$ cat config.mk
export PLATFORM = sky130hd
export DESIGN_NAME = match_queue_hub
export DESIGN_NICKNAME = d
export VERILOG_FILES = /design/src/rtl/mqh_pkg.sv /design/src/rtl/ring_queue.sv /design/src/rtl/doorbell_regs.sv /design/src/rtl/match_queue_hub.sv
export SDC_FILE = /design/constraint.sdc
export NUM_CORES = 2
export LEC_CHECK = 0
export BUFFER_PORTS_ARGS = -buffer_cell sky130_fd_sc_hd__buf_2
export CORE_ASPECT_RATIO = 0.8
export CORE_MARGIN = 2
export CORE_UTILIZATION = 40
export CTS_BUF_LIST = sky130_fd_sc_hd__clkbuf_4
export DETAILED_ROUTE_END_ITERATION = 10
export GPL_ROUTABILITY_DRIVEN = 0
export PLACE_DENSITY = 0.61
export SETUP_SLACK_MARGIN = 0.5
export SKIP_LAST_GASP = 1
export SLEW_MARGIN = 20
export SYNTH_ARGS = -nofsm -noshare
export SYNTH_HDL_FRONTEND = slang
export SYNTH_HIERARCHICAL = 1
export SYNTH_SLANG_ARGS = --single-unit
$ cat constraint.sdc
create_clock -name clk -period 11.02 [get_ports clk]
set_clock_uncertainty 0.2 [all_clocks]
set_input_delay 1.102 -clock clk [delete_from_list [all_inputs] [get_ports clk]]
set_output_delay 1.102 -clock clk [all_outputs]
set_load 0.005 [all_outputs]
$ cat src/rtl/mqh_pkg.sv
package mqh_pkg;
  localparam int NQ     = 5;
  localparam int NMATCH = 4;
  localparam int Q_RECYCLE = 4;

  typedef enum logic [1:0] {
    FLD_WP    = 2'd0,
    FLD_RP    = 2'd1,
    FLD_HEAD  = 2'd2,
    FLD_FLAGS = 2'd3
  } field_e;

  localparam logic [4:0] A_STATUS = 5'(NQ * 4);
  localparam logic [4:0] A_ACK    = 5'(NQ * 4 + 1);
  localparam logic [4:0] A_EN     = 5'(NQ * 4 + 2);
endpackage

$ cat src/rtl/ring_queue.sv
// One circular buffer; DEPTH must be a power of two, at least 2.
module ring_queue #(
  parameter int DEPTH = 16,
  parameter int AW    = 32,
  parameter int RW    = 32,
  parameter int PW    = $clog2(DEPTH) + 1
) (
  input  logic          clk,
  input  logic          rst_n,
  input  logic          push,
  input  logic [AW-1:0] push_data,
  input  logic          rp_we,
  input  logic [RW-1:0] rp_wdata,
  output logic [PW-1:0] wp,
  output logic [PW-1:0] rp,
  output logic [AW-1:0] head,
  output logic          full,
  output logic          empty
);
  localparam int IW = PW - 1;

  logic [AW-1:0] mem [DEPTH];
  logic [PW-1:0] wp_q, wp_d, rp_q, rp_d;
  logic [PW-1:0] occ, occ_new;
  logic          rp_in_range;

  always_comb begin
    occ         = wp_q - rp_q;
    occ_new     = wp_q - rp_wdata[PW-1:0];
    rp_in_range = (rp_wdata[RW-1:PW] == '0);
    wp_d        = wp_q;
    rp_d        = rp_q;
    if (push) wp_d = wp_q + PW'(1);
    if (rp_we && rp_in_range && (occ_new <= occ)) rp_d = rp_wdata[PW-1:0];
  end

  always_ff @(posedge clk or negedge rst_n) begin
    if (!rst_n) begin
      wp_q <= '0;
      rp_q <= '0;
    end else begin
      if (push) wp_q <= wp_d;
      if (rp_we) rp_q <= rp_d;
    end
  end

  always_ff @(posedge clk) begin
    if (push) mem[wp_q[IW-1:0]] <= push_data;
  end

  assign wp    = wp_q;
  assign rp    = rp_q;
  assign head  = mem[rp_q[IW-1:0]];
  assign full  = (occ == PW'(DEPTH));
  assign empty = (occ == '0);
endmodule

$ cat src/rtl/doorbell_regs.sv
module doorbell_regs #(
  parameter int NQ = 5
) (
  input  logic          clk,
  input  logic          rst_n,
  input  logic [NQ-1:0] hw_set,
  input  logic          set_we,
  input  logic          ack_we,
  input  logic          en_we,
  input  logic [NQ-1:0] wdata,
  output logic [NQ-1:0] status,
  output logic [NQ-1:0] enable,
  output logic          irq
);
  logic [NQ-1:0] st_q, st_d, en_q, en_d;

  always_comb begin
    st_d = st_q;
    if (set_we) st_d = st_d | wdata;
    if (ack_we) st_d = st_d & ~wdata;
    st_d = st_d | hw_set;       // a fresh push beats an acknowledge
    en_d = en_we ? wdata : en_q;
  end

  always_ff @(posedge clk or negedge rst_n) begin
    if (!rst_n) begin
      st_q <= '0;
      en_q <= '0;
    end else begin
      st_q <= st_d;
      if (en_we) en_q <= en_d;
    end
  end

  assign status = st_q;
  assign enable = en_q;
  assign irq    = |(st_q & en_q);
endmodule

$ cat src/rtl/match_queue_hub.sv
module match_queue_hub
  import mqh_pkg::*;
#(
  parameter int DEPTH = 16,
  parameter int AW    = 32,
  parameter int RW    = 32
) (
  input  logic              clk,
  input  logic              rst_n,
  input  logic              in_valid,
  output logic              in_ready,
  input  logic [AW-1:0]     in_addr,
  input  logic [NMATCH-1:0] in_match,
  input  logic              reg_we,
  input  logic [4:0]        reg_addr,
  input  logic [RW-1:0]     reg_wdata,
  output logic [RW-1:0]     reg_rdata,
  output logic              irq
);
  localparam int PW = $clog2(DEPTH) + 1;

  logic [NQ-1:0] target, push, rp_we, q_full, q_empty;
  logic [PW-1:0] q_wp   [NQ];
  logic [PW-1:0] q_rp   [NQ];
  logic [AW-1:0] q_head [NQ];
  logic [NQ-1:0] db_status, db_enable;
  logic          accept, in_qreg;
  logic [2:0]    sel_q;
  field_e        fld;

  assign target   = {1'b1, in_match};
  assign in_ready = ~|(target & q_full);
  assign accept   = in_valid & in_ready;
  assign push     = target & {NQ{accept}};

  assign in_qreg = (reg_addr < A_STATUS);
  assign sel_q   = reg_addr[4:2];
  assign fld     = field_e'(reg_addr[1:0]);

  for (genvar g = 0; g < NQ; g++) begin : g_ring
    assign rp_we[g] = reg_we && in_qreg && (sel_q == 3'(g)) && (fld == FLD_RP);

    ring_queue #(.DEPTH(DEPTH), .AW(AW), .RW(RW), .PW(PW)) u_ring (
      .clk      (clk),
      .rst_n    (rst_n),
      .push     (push[g]),
      .push_data(in_addr),
      .rp_we    (rp_we[g]),
      .rp_wdata (reg_wdata),
      .wp       (q_wp[g]),
      .rp       (q_rp[g]),
      .head     (q_head[g]),
      .full     (q_full[g]),
      .empty    (q_empty[g])
    );
  end

  doorbell_regs #(.NQ(NQ)) u_bell (
    .clk   (clk),
    .rst_n (rst_n),
    .hw_set(push),
    .set_we(reg_we && (reg_addr == A_STATUS)),
    .ack_we(reg_we && (reg_addr == A_ACK)),
    .en_we (reg_we && (reg_addr == A_EN)),
    .wdata (reg_wdata[NQ-1:0]),
    .status(db_status),
    .enable(db_enable),
    .irq   (irq)
  );

  always_comb begin
    reg_rdata = '0;
    if (in_qreg) begin
      case (fld)
        FLD_WP:    reg_rdata[PW-1:0] = q_wp[sel_q];
        FLD_RP:    reg_rdata[PW-1:0] = q_rp[sel_q];
        FLD_HEAD:  reg_rdata         = RW'(q_head[sel_q]);
        FLD_FLAGS: reg_rdata[1:0]    = {q_full[sel_q], q_empty[sel_q]};
        default:   reg_rdata         = '0;
      endcase
    end else if (reg_addr == A_STATUS) begin
      reg_rdata[NQ-1:0] = db_status;
    end else if (reg_addr == A_EN) begin
      reg_rdata[NQ-1:0] = db_enable;
    end
  end
endmodule

==> flow_summary.toml <==
[yosys]
synth_top_area_cell = "edfxtp_1"
synth_top_area_frac = 0.741
syn_area_per_cell_um2 = 23.6
muxShareOfSynthArea = 0.187
synthArstFlopShare = 0.0229
synth-compound-area-share = 0.0101
synth_area_leaders = "edfxtp_1, mux4_2, dfrtp_1, ha_1, buf_6"
synth-seq-area-share = 0.755
synthAdderAreaFrac = 0.0122
syn_inst = 4389
synth_simple_gate_area_frac = 0.0157
synth_nets = 4561
synth_xor_area_frac = 0.00464
ys_ff_latch = 2620
synth_flop_cell = "edfxtp_1"
yosysUniqueCellTypes = 61
synth_top_family_by_area = "multiplexers"
synth_edf_count = 2560
syn_area_mm2 = 0.104
ys_warn_count = 6

[route]
drc = 0
drtIter0Drc = 6630
ant_nets = 0
vias_per_cell = 5.73
routed_wl_um = 274000
wl_per_cell_um = 30.5
dr.pass1.iters = 5
via_count = 51343

[power_and_ir_drop]
p_total_mw = 21.7
p_leak_nw = 37.3
ir_drop_mv = 0.0901
power_density_mw_per_mm2 = 186

[timing]
fmax_mhz = 140
finalCritPeriodShare = 0.648
setup_viol = 0
drv_slew = 0
hold_viol_final = 0
rsz0062_at_grt = "no"
fin_crit_ps = 7140
tightest_slew_ps = 1240
hold_slack_ps = 172
slew_headroom = 0.167
tns_ps = 0

[clocking]
htreeDepth = 6
cts_tree = "done"
cts_buffers = 633
cts_setup_buffers = 0
clk_latency_ps = 1230
cts-root-buf = "clkbuf_4"
cts_resized = 0
cts_sinks = 2620
clk_pin_slew_ps = 70
clock_path_buffers = 4

[die]
floorplan.rows = 167
die_x_um = 573
die_h_um = 460
die_area_mm2 = 0.264
io_pins = 111
core-area_mm2 = 0.258
initial_core_util = 0.401

[final_layout]
area_growth_pct = 12.3
mostFrequentLayoutCells = "edfxtp_1, clkbuf_4, mux4_2, buf_4, buf_2"
final_common_cell = "edfxtp_1"
final_cells = 8961
drive_gt1_frac = 0.397
design_area_mm2 = 0.117
nNetsFinal = 5239

[setup_path]
cp_common_cell = "mux4_2"
path_class = "flop to output port"
worst-path-buf-inv = 3
cp_slowest_cell = "buf_4"
crit_path_end_kind = "output port"
slowest_delay_ps = 790
arrival_ps = 5840
cp_max_fo = 41
crit_required_ps = 9720
crit_chain = "buf_4 > buf_4 > mux4_2 > mux4_2 > mux4_2 > a22oi_1 > nor2_1 > buf_2"
r2r_setup_slack_ps = 5050
crit_family = "multiplexers"
cp-start-kind = "flop"

[placement]
dp.cells = 7893
dp_hpwl_um = 151000
port_buffers = 110
placed_cell_area_mm2 = 0.109

[global_routing]
grt_overflow = 0
grt_pass1_vias = 51555
grt_pass1_wl_um = 384000
grt_max_degree = 97
gr-usage-all-layers = 0.206
grt_antenna_before_repair = 22

[worst_hold_path]
worst_hold_path_type = "input pin to flop"

[outcome]
status = "finished clean"

[flow_run]
maxCapViolCount = 0
==> worst min-delay path, stage by stage <==
cell and delay, ps:
buf_2 240, inv_1 130, mux2i_1 80
==> worst paths after layout <==
check                                       start                      endpoint  depth (start not counted)
max                        g_ring[0].u_ring/rp[0]                  reg_rdata[7]                          8
min reg2reg                      u_bell/enable[1]              u_bell/enable[1]                          1
min                                  reg_wdata[2]        g_ring[3].u_ring/rp[2]                          3
min in group asynchronous                   rst_n        g_ring[0].u_ring/wp[1]                          3
max in group asynchronous                   rst_n        g_ring[3].u_ring/rp[0]                          3
max reg2reg                g_ring[1].u_ring/rp[0]  g_ring[0].u_ring/mem[15][31]                         14
==> routing by layer <==
layer	up-vias	share of wire	GRT usage
met5	-	0.00035	0
met4	14	0.019	0.0515
met3	352	0.11	0.0545
met2	2753	0.45	0.303
met1	27628	0.42	0.305
li1	20596	-	-
==> repair_timing <==
| item | in CTS | in global routing |
|---|---|---|
| hold buffers | 3 | 0 |
| hold endpoints to repair | 61 | 0 |
| setup endpoints to repair | 0 | 0 |
==> where the power goes <==
group,internal (mW),switching [mW],total [mW],leakage (nW)
Sequential,11.6,0.263,11.9,23.7
Clock,3.99,3.75,7.74,4.57
Combinational,0.666,1.40,2.07,9.02
Total,16.2,5.41,21.7,37.3
==> logic make-up after synthesis <==
family | count (synthesis)
adders and majority gates | 95
DFF | 2620
AOI/OAI and AO/OA | 146
xor gates and xnor gates | 55
buffers and inverters | 298
muxes | 886
and+or+nand+nor | 289
==> registers in the layout (all words and copies together), names as in the netlist <==
signal / cells
g_ring.u_ring/wp: 25
u_bell/status: 5
u_bell/enable: 5
g_ring.u_ring/rp: 25
g_ring.u_ring/mem: 2560
==> cells in the mapped netlist (12+ instances only) <==
master	count
nor2_1	51
mux2_2	12
buf_6	38
inv_1	77
nor4_1	31
buf_4	35
buf_1	51
nand2_1	45
edfxtp_1	2560
buf_2	21
nand3_1	13
xnor2_1	45
a22oi_1	32
nand4_1	15
clkbuf_1	71
and2_1	67
dfrtp_1	60
ha_1	85
a21oi_1	32
mux4_2	832
a21o_1	26
mux2i_1	31
nor3b_1	15
==> final cells by class <==
cell class,count,area [um2]
Multi-Input combinational cell,1471,24000
Antenna cell,21,52.6
Clock buffer,904,6790
Timing Repair Buffer,259,1700
Inverter,82,308
Fill cell,21759,142000
Tap cell,3464,4330
Clock inverter,140,895
Sequential cell,2620,78400
==> stage by stage <==
stage               setup slack, ps   util
finish                         3880  0.451
global route                   3430  0.451
CTS                            3510  0.451
detailed placement             4900  0.421
global placement               4840  0.421
floorplan                      4770      -
Note: power is estimated with default switching activity, not from simulation.
